`src/rtl/erm_pkg.sv`:
```
package erm_pkg;
    localparam int PCT_W        = 7;
    localparam int REG_PERIOD   = 0;
    localparam int REG_BEST     = 1;
    localparam int REG_PCT_BASE = 2;
endpackage

```
`src/rtl/erm_window_ctrl.sv`:
```
module erm_window_ctrl #(
    parameter int PERIOD_W = 16
) (
    input  logic                clk,
    input  logic                rst_n,
    input  logic [PERIOD_W-1:0] period,
    input  logic                restart,
    output logic                active,
    output logic                win_end,
    output logic [PERIOD_W-1:0] cyc_q
);
    typedef struct packed {
        logic [PERIOD_W-1:0] cyc;
    } st_t;

    st_t st_d, st_q;

    always_comb begin
        st_d    = st_q;
        active  = (period != '0);
        win_end = active && !restart && (st_q.cyc == period - PERIOD_W'(1));
        if (restart || !active || win_end) begin
            st_d.cyc = '0;
        end else begin
            st_d.cyc = st_q.cyc + PERIOD_W'(1);
        end
    end

    always_ff @(posedge clk or negedge rst_n) begin
        if (!rst_n) st_q <= '0;
        else        st_q <= st_d;
    end

    assign cyc_q = st_q.cyc;
endmodule

```
`src/rtl/erm_pipe_counter.sv`:
```
module erm_pipe_counter
    import erm_pkg::*;
#(
    parameter int SENS_W   = 8,
    parameter int PERIOD_W = 16
) (
    input  logic                clk,
    input  logic                rst_n,
    input  logic [SENS_W-1:0]   sens,
    input  logic                active,
    input  logic                restart,
    input  logic                win_end,
    input  logic [PERIOD_W-1:0] period,
    output logic [PCT_W-1:0]    pct
);
    localparam int PROD_W = PERIOD_W + PCT_W;

    typedef struct packed {
        logic [PERIOD_W-1:0] cnt;
        logic [PCT_W-1:0]    pct;
    } st_t;

    st_t st_d, st_q;
    logic [PERIOD_W-1:0] total;
    logic [PROD_W-1:0]   prod;
    logic [PROD_W-1:0]   quot;
    logic [PERIOD_W-1:0] divisor;

    always_comb begin
        st_d    = st_q;
        total   = st_q.cnt + PERIOD_W'(|sens);
        divisor = (period == '0) ? PERIOD_W'(1) : period;
        prod    = PROD_W'(total) * PROD_W'(100);
        quot    = prod / PROD_W'(divisor);
        if (restart) begin
            st_d.cnt = '0;
        end else if (active) begin
            if (win_end) begin
                st_d.pct = quot[PCT_W-1:0];
                st_d.cnt = '0;
            end else begin
                st_d.cnt = total;
            end
        end
    end

    always_ff @(posedge clk or negedge rst_n) begin
        if (!rst_n) st_q <= '0;
        else        st_q <= st_d;
    end

    assign pct = st_q.pct;
endmodule

```
`src/rtl/erm_best_sel.sv`:
```
module erm_best_sel
    import erm_pkg::*;
#(
    parameter int NUM_PIPES = 4,
    parameter int IDX_W     = 2
) (
    input  logic [NUM_PIPES*PCT_W-1:0] pct_flat,
    output logic [IDX_W-1:0]           best_idx
);
    logic [PCT_W-1:0] best_val;

    always_comb begin
        best_idx = '0;
        best_val = pct_flat[PCT_W-1:0];
        for (int i = 1; i < NUM_PIPES; i++) begin
            if (pct_flat[i*PCT_W +: PCT_W] < best_val) begin
                best_val = pct_flat[i*PCT_W +: PCT_W];
                best_idx = IDX_W'(i);
            end
        end
    end
endmodule

```
`src/rtl/err_rate_monitor.sv`:
```
module err_rate_monitor
    import erm_pkg::*;
#(
    parameter int NUM_PIPES = 4,
    parameter int SENS_W    = 8,
    parameter int PERIOD_W  = 16,
    parameter int ADDR_W    = 4,
    parameter int DATA_W    = 32
) (
    input  logic                        clk,
    input  logic                        rst_n,
    input  logic                        bus_wr,
    input  logic [ADDR_W-1:0]           bus_addr,
    input  logic [DATA_W-1:0]           bus_wdata,
    output logic [DATA_W-1:0]           bus_rdata,
    input  logic [NUM_PIPES*SENS_W-1:0] sens_err
);
    localparam int IDX_W = (NUM_PIPES > 1) ? $clog2(NUM_PIPES) : 1;

    typedef struct packed {
        logic [PERIOD_W-1:0] period;
    } regs_t;

    regs_t regs_d, regs_q;
    logic                       restart;
    logic                       active;
    logic                       win_end;
    logic [PERIOD_W-1:0]        win_cyc;
    logic [PERIOD_W-1:0]        period_q;
    logic [NUM_PIPES*PCT_W-1:0] pct_flat;
    logic [IDX_W-1:0]           best_idx;

    always_comb begin
        regs_d  = regs_q;
        restart = bus_wr && (bus_addr == ADDR_W'(REG_PERIOD));
        if (restart) regs_d.period = bus_wdata[PERIOD_W-1:0];
    end

    always_ff @(posedge clk or negedge rst_n) begin
        if (!rst_n) regs_q <= '0;
        else        regs_q <= regs_d;
    end

    assign period_q = regs_q.period;

    erm_window_ctrl #(.PERIOD_W(PERIOD_W)) u_win (
        .clk     (clk),
        .rst_n   (rst_n),
        .period  (period_q),
        .restart (restart),
        .active  (active),
        .win_end (win_end),
        .cyc_q   (win_cyc)
    );

    for (genvar g = 0; g < NUM_PIPES; g++) begin : g_pipe
        erm_pipe_counter #(.SENS_W(SENS_W), .PERIOD_W(PERIOD_W)) u_cnt (
            .clk     (clk),
            .rst_n   (rst_n),
            .sens    (sens_err[g*SENS_W +: SENS_W]),
            .active  (active),
            .restart (restart),
            .win_end (win_end),
            .period  (period_q),
            .pct     (pct_flat[g*PCT_W +: PCT_W])
        );
    end

    erm_best_sel #(.NUM_PIPES(NUM_PIPES), .IDX_W(IDX_W)) u_best (
        .pct_flat (pct_flat),
        .best_idx (best_idx)
    );

    always_comb begin
        bus_rdata = '0;
        if (bus_addr == ADDR_W'(REG_PERIOD)) bus_rdata = DATA_W'(period_q);
        if (bus_addr == ADDR_W'(REG_BEST))   bus_rdata = DATA_W'(best_idx);
        for (int i = 0; i < NUM_PIPES; i++) begin
            if (bus_addr == ADDR_W'(REG_PCT_BASE + i))
                bus_rdata = DATA_W'(pct_flat[i*PCT_W +: PCT_W]);
        end
    end
endmodule

```
`config.mk`:
```
export PLATFORM = sky130hd
export DESIGN_NAME = err_rate_monitor
export DESIGN_NICKNAME = d
export VERILOG_FILES = /design/src/rtl/erm_pkg.sv /design/src/rtl/erm_window_ctrl.sv /design/src/rtl/erm_pipe_counter.sv /design/src/rtl/erm_best_sel.sv /design/src/rtl/err_rate_monitor.sv
export SDC_FILE = /design/constraint.sdc
export NUM_CORES = 2
export LEC_CHECK = 0
export BUFFER_PORTS_ARGS = -buffer_cell sky130_fd_sc_hd__buf_2
export CAP_MARGIN = 20
export CORE_MARGIN = 10
export CORE_UTILIZATION = 60
export CTS_CLUSTER_DIAMETER = 80
export CTS_CLUSTER_SIZE = 24
export DETAILED_ROUTE_END_ITERATION = 16
export PLACE_DENSITY = 0.81
export SYNTH_ARGS = -nofsm -noshare
export SYNTH_HDL_FRONTEND = slang
export SYNTH_SLANG_ARGS = --single-unit
```
`constraint.sdc`:
```
create_clock -name clk -period 81.3 [get_ports clk]
set_input_delay 16.26 -clock clk [delete_from_list [all_inputs] [get_ports clk]]
set_output_delay 16.26 -clock clk [all_outputs]
set_load 0.05 [all_outputs]
```
Word level (Yosys, flattened, before mapping)

Index checks and enable logic that the tools add are counted.

$add $sub $neg: 6
Multipliers: 4
Div/mod/pow operators: 4
$lt $le $gt $ge: 3
Equal/unequal tests: 6
Multiplexer cells: 29
Bitwise logic cells: 1
Reduce and logical (&&, ||, !) cells: 16

Operators with widths:

| operator                | count |
|---|---|
| $mux W16                | 11 |
| $mux W32                | 5 |
| $div A23 B16 Y23        | 4 |
| $mux W23                | 4 |
| $mul A16 B5 Y21 const B | 4 |
| $add A16 B1 Y16         | 4 |
| $mux W7                 | 6 |
| $reduce_or A8 Y1        | 4 |
| $lt A7 B7 Y1            | 3 |
| $add A16 B1 Y16 const B | 1 |
| $eq A16 B16 Y1          | 1 |
| $logic_not A16 Y1       | 1 |
| $reduce_bool A16 Y1     | 1 |
| $sub A16 B1 Y16 const B | 1 |
| $eq A4 B2 Y1 const B    | 2 |
| $eq A4 B3 Y1 const B    | 2 |
| $eq A4 B1 Y1 const B    | 1 |
| $logic_not A4 Y1        | 1 |
| $mux W2                 | 2 |
| $logic_and A1 B1 Y1     | 3 |
| $reduce_and A3 Y1       | 1 |
| $logic_not A1 Y1        | 2 |
| $logic_or A1 B1 Y1      | 2 |
| $reduce_bool A2 Y1      | 1 |
| 2 further kinds         | 2 |

Register bits: 124
Bits of input ports: 71
Output and inout bits: 32
Word-level logic and storage cells: 79

Depth between registers and ports, before layout

Depth in word-level cells: 11
Mapped depth: 412
Gate-level depth less buffers: 385

Modules after synthesis

Synthesis repeated with hierarchy kept, for this count alone.

Cells, all modules: 12,536
Area, all modules: 88,303.4 um^2

Modules (own cells, without submodules):

| module                              | instances | cells each | area each (um^2) | sequential area each (um^2) |
|---|---|---|---|---|
| erm_pipe_counter at g_pipe[3].u_cnt | 1         | 3,098      | 21,712.1         | 575.6 |
| erm_pipe_counter at g_pipe[0].u_cnt | 1         | 3,061      | 21,270.4         | 575.6 |
| erm_pipe_counter at g_pipe[2].u_cnt | 1         | 3,010      | 21,067.7         | 575.6 |
| erm_pipe_counter at g_pipe[1].u_cnt | 1         | 3,000      | 21,017.7         | 575.6 |
| erm_window_ctrl                     | 1         | 162        | 1,388.8          | 400.4 |
| err_rate_monitor                    | 1         | 122        | 1,173.6          | 400.4 |
| erm_best_sel                        | 1         | 83         | 673.1            | 0.0 |

Worst setup path before layout

No wires, ideal clock.

Kind: input-to-reg
From: input port sens_err[9]
To: register g_pipe[1].u_cnt.st_q, in the netlist g_pipe[1].u_cnt.pct[0]
Setup time: 0.134 ns
Arrival time: 83.438 ns
Data required time: 81.166 ns
Path slack: -2.272 ns
Stages: 392
Path buffers: 31
Cells stage by stage: nor4_1 -> nand2_1 -> ha_1 -> ha_1 -> and3_1 -> nand3_1 -> xor2_1 -> xnor2_1 -> ha_1 -> inv_1 -> fa_1 -> inv_1 -> ha_1 -> buf_2 -> a211o_1 -> or2_1 -> o211a_1 -> or2_1 -> (+356 left out) -> nor2_1 -> nand2_1 -> nor3_1 -> o21ai_2 -> clkbuf_1 -> and2_1 -> ha_1 -> o21ai_0 -> nand2b_1 -> a21o_1 -> a21oi_1 -> nor2b_1 -> o21ai_0 -> nand2b_1 -> a21oi_1 -> o2111ai_1 -> a2111oi_0 -> a21oi_1

Word-level cells in the longest chain between the ends: 4

RTL lines:

| element              | line                   | RTL |
|---|---|---|
| from (decl)          | err_rate_monitor.sv:16 | `input logic [NUM_PIPES*SENS_W-1:0] sens_err` |
| $reduce_or A8 Y1     | erm_pipe_counter.sv:31 | `total = st_q.cnt + PERIOD_W'(\|sens);` |
| $add A16 B1 Y16      | erm_pipe_counter.sv:31 |  |
| $mul A16 B5 Y21      | erm_pipe_counter.sv:33 | `prod = PROD_W'(total) * PROD_W'(100);` |
| $div A23 B16 Y23     | erm_pipe_counter.sv:34 | `quot = prod / PROD_W'(divisor);` |
| to (signal assigned) | erm_pipe_counter.sv:49 | `else st_q <= st_d;` |
| to (decl)            | erm_pipe_counter.sv:23 | `st_t st_d, st_q;` |

No other way between the ends.
A chain may end at the register's enable or synchronous reset.

Final worst setup path

From: input port sens_err[13]
To: register g_pipe[1].u_cnt.st_q, in the netlist g_pipe[1].u_cnt.pct[0]

Same word-level chain as after synthesis.

==> flow_metrics.env <==
export IMPL_core_um2=140000
export IMPL_die_h_um=395
export IMPL_area_growth_pct=13.6
export IMPL_grt_pass1_vias=90126
export IMPL_crit_required_ps=81730
export IMPL_htreeDepth=4
export IMPL_pre_cts_ws_ps=-3190
export IMPL_overflow=0
export IMPL_hold_viol_final=0
export IMPL_critPathMaxFanout=16
export IMPL_finalCriticalPeriod_ps=78150
export IMPL_finalSetupViolCount=0
export IMPL_outcome="finished, final reports clean"
export IMPL_tritoncts="done"
export IMPL_via_per_inst=6.63
export IMPL_synth_distinct_cells=152
export IMPL_nNetsFinal=13969
export IMPL_layout_drive_gt1_share_pct=16.1
export IMPL_slowest_delay_ps=650
export IMPL_cp_common_cell="a21o_1"
export IMPL_hold_buffers=0
export IMPL_dieArea_um2=156000
export IMPL_grtUsageTotal_pct=34.7
export IMPL_async_flop_share_pct=100
export IMPL_cp_slowest_cell="or4_4"
export IMPL_slew_viol_final=0
export IMPL_drt_wirelength_per_cell_um=20.5
export IMPL_skew_ps=23.4
export IMPL_finalWorstSetupSlack_ps=3150
export IMPL_end_kind="flip-flop"
export IMPL_worst_pin_slew_ps=1230
export IMPL_dr_pass1_iters=9
export IMPL_maxCapViolCount=0
export IMPL_synth_seq_cells=124
export IMPL_hpwlAfterDp_um=231000
export IMPL_maxSlewHeadroom_pct=17.7
export IMPL_die_w_um=395
export IMPL_io_buffers=70
export IMPL_cts_buffer_depth=2
export IMPL_root_buffer="clkbuf_16"
export IMPL_ant_nets=0
export IMPL_avgSynthCellArea_um2=6.99
export IMPL_antennaDiodeCount=0
export IMPL_arrival_ps=78570
export IMPL_insertion_delay_ps=550
export IMPL_antenna_found_initial=9
export IMPL_stdcell_count=14492
export IMPL_clock_fmax_mhz=12.8
export IMPL_fin_hold_ws_ps=502
export IMPL_hold_path_class="flip-flop to flip-flop"
export IMPL_drtIter0Drc=8667
export IMPL_critPathLaunchType="input port"
export IMPL_critPathKind="input port to flip-flop"
export IMPL_ys_warn_count=0
export IMPL_synth_edf_count=0
export IMPL_ys_seq_area_share_pct=3.67
export IMPL_post_synth_inst_count=12096
export IMPL_start_util_pct=60.5
export IMPL_synth_flop_cell="dfrtp_1"
export IMPL_grt_max_degree=76
export IMPL_fin_crit_sh_pct=96.1
export IMPL_grt_pass1_wl_um=460000
export IMPL_synthesis_area_um2=84600
export IMPL_cts_made_buffers=17
export IMPL_clkTransAtPathRegs_ps=70
export IMPL_ios=103
export IMPL_placed_cells=14173
export IMPL_clkSinkCount=124
export IMPL_drc=0
export IMPL_rows=137
export IMPL_fillers=11928
export IMPL_num_vias=96112
export IMPL_place_gp_congestion=0.989
export IMPL_routed_wl_um=297000
==> worst paths after layout <==
path	startpoint	to	slack [ps]	depth (start not counted)
max reg2reg	g_pipe[2].u_cnt.st_q[7]	g_pipe[2].u_cnt.pct[0]	19050	367
min reg2reg	g_pipe[0].u_cnt.st_q[22]	g_pipe[0].u_cnt.st_q[22]	500	2
max in group asynchronous	rst_n	g_pipe[2].u_cnt.pct[0]	64110	2
min	g_pipe[0].u_cnt.st_q[22]	g_pipe[0].u_cnt.st_q[22]	500	2
min in group asynchronous	rst_n	period_q[2]	15720	1
max	sens_err[13]	g_pipe[1].u_cnt.pct[0]	3150	366
==> cell usage after synthesis, types with 231 or more instances <==
master,count,area (µm²)
a21o_1,395,2970
a21oi_1,1074,5380
clkbuf_1,231,867
ha_1,1251,15700
inv_1,612,2300
mux2_2,261,2940
nand2_1,1068,4010
nand2b_1,303,1900
nand3_1,295,1480
nor2_1,1086,4080
nor3_1,371,1860
o21a_1,297,2230
o21ai_0,860,4300
xnor2_1,630,5520
xor2_1,364,3190
==> worst max-delay path, delay by kind of cell <==
family,cells,cell delay [ps]
AND/OR/NAND/NOR,125,18680
multiplexers,4,1280
XOR/XNOR,8,1500
buffers and inverters,25,3230
AO/OA/AOI/OAI,176,28990
adder cells (fa/ha/maj),28,8450
==> placed cells by master, fill, tap and decap left out, types with 346 or more instances in the layout <==
cell type  instances
nor3_1           346
buf_4            701
o21ai_0          708
nor2_1          1040
a21o_1           391
ha_1            1190
nand2_1         1034
inv_1            594
a21oi_1          952
xnor2_1          606
==> layer usage <==
metal | routed length, µm | part of all wire (%) | global-route usage (%) | vias to the layer above
met5 | 40 | 0.013 | 0 | -
met4 | 19300 | 6.5 | 19.4 | 6
met3 | 24400 | 8.2 | 4.66 | 1019
met2 | 132000 | 44 | 57.0 | 4106
met1 | 122000 | 41 | 43.5 | 45265
li1 | - | - | - | 45716
==> state kept, by name, indices dropped and copies added (netlist names) <==
signal	cells
g_pipe.u_cnt.pct	28
g_pipe.u_cnt.st_q	64
period_q	16
u_win.cyc_q	16
==> stage by stage <==
stage | setup TNS [ps] | area, µm² | utilization (%)
floorplan | -68.0 | 84800 | -
global placement | -2620 | 89600 | 64.1
detailed placement | -9430 | 89600 | 64.1
CTS | 0 | 90700 | 65.0
global route | -2180 | 96100 | 68.8
finish | 0 | 96100 | 68.8
==> cell families (layout without fill, tap and decap cells) <==
kind of cell	Yosys count	after routing	synth area share (%)
and+or+nand+nor	4362	4367	25.9
AOI/OAI and AO/OA	3943	3945	30.7
adders and majority gates	1296	1296	19.6
xor gates and xnor gates	1008	1008	10.6
buffers and inverters	976	1474	4.63
muxes	386	386	5.02
DFF	124	124	3.67
other	1	16	0.00443
==> repair_timing <==
action,CTS,global route
gates resized for setup,103,804
endpoints found under the setup margin,5,12
setup buffers,17,254
gates cloned,2,14
pin swaps,13,311
hold endpoints to repair,0,0
==> layout make-up <==
class,count,area (µm²),share of cell area [%]
clock buffer,17,425,0.443
clock inverter,15,175,0.182
inverter,623,2360,2.45
multi-input combinational,11018,81300,84.7
sequential,124,3100,3.23
tap,1876,2350,2.44
timing repair buffer,819,6330,6.59
Power is not shown: default switching activity piles up to over one toggle a cycle in this logic, so the estimate is an artifact.
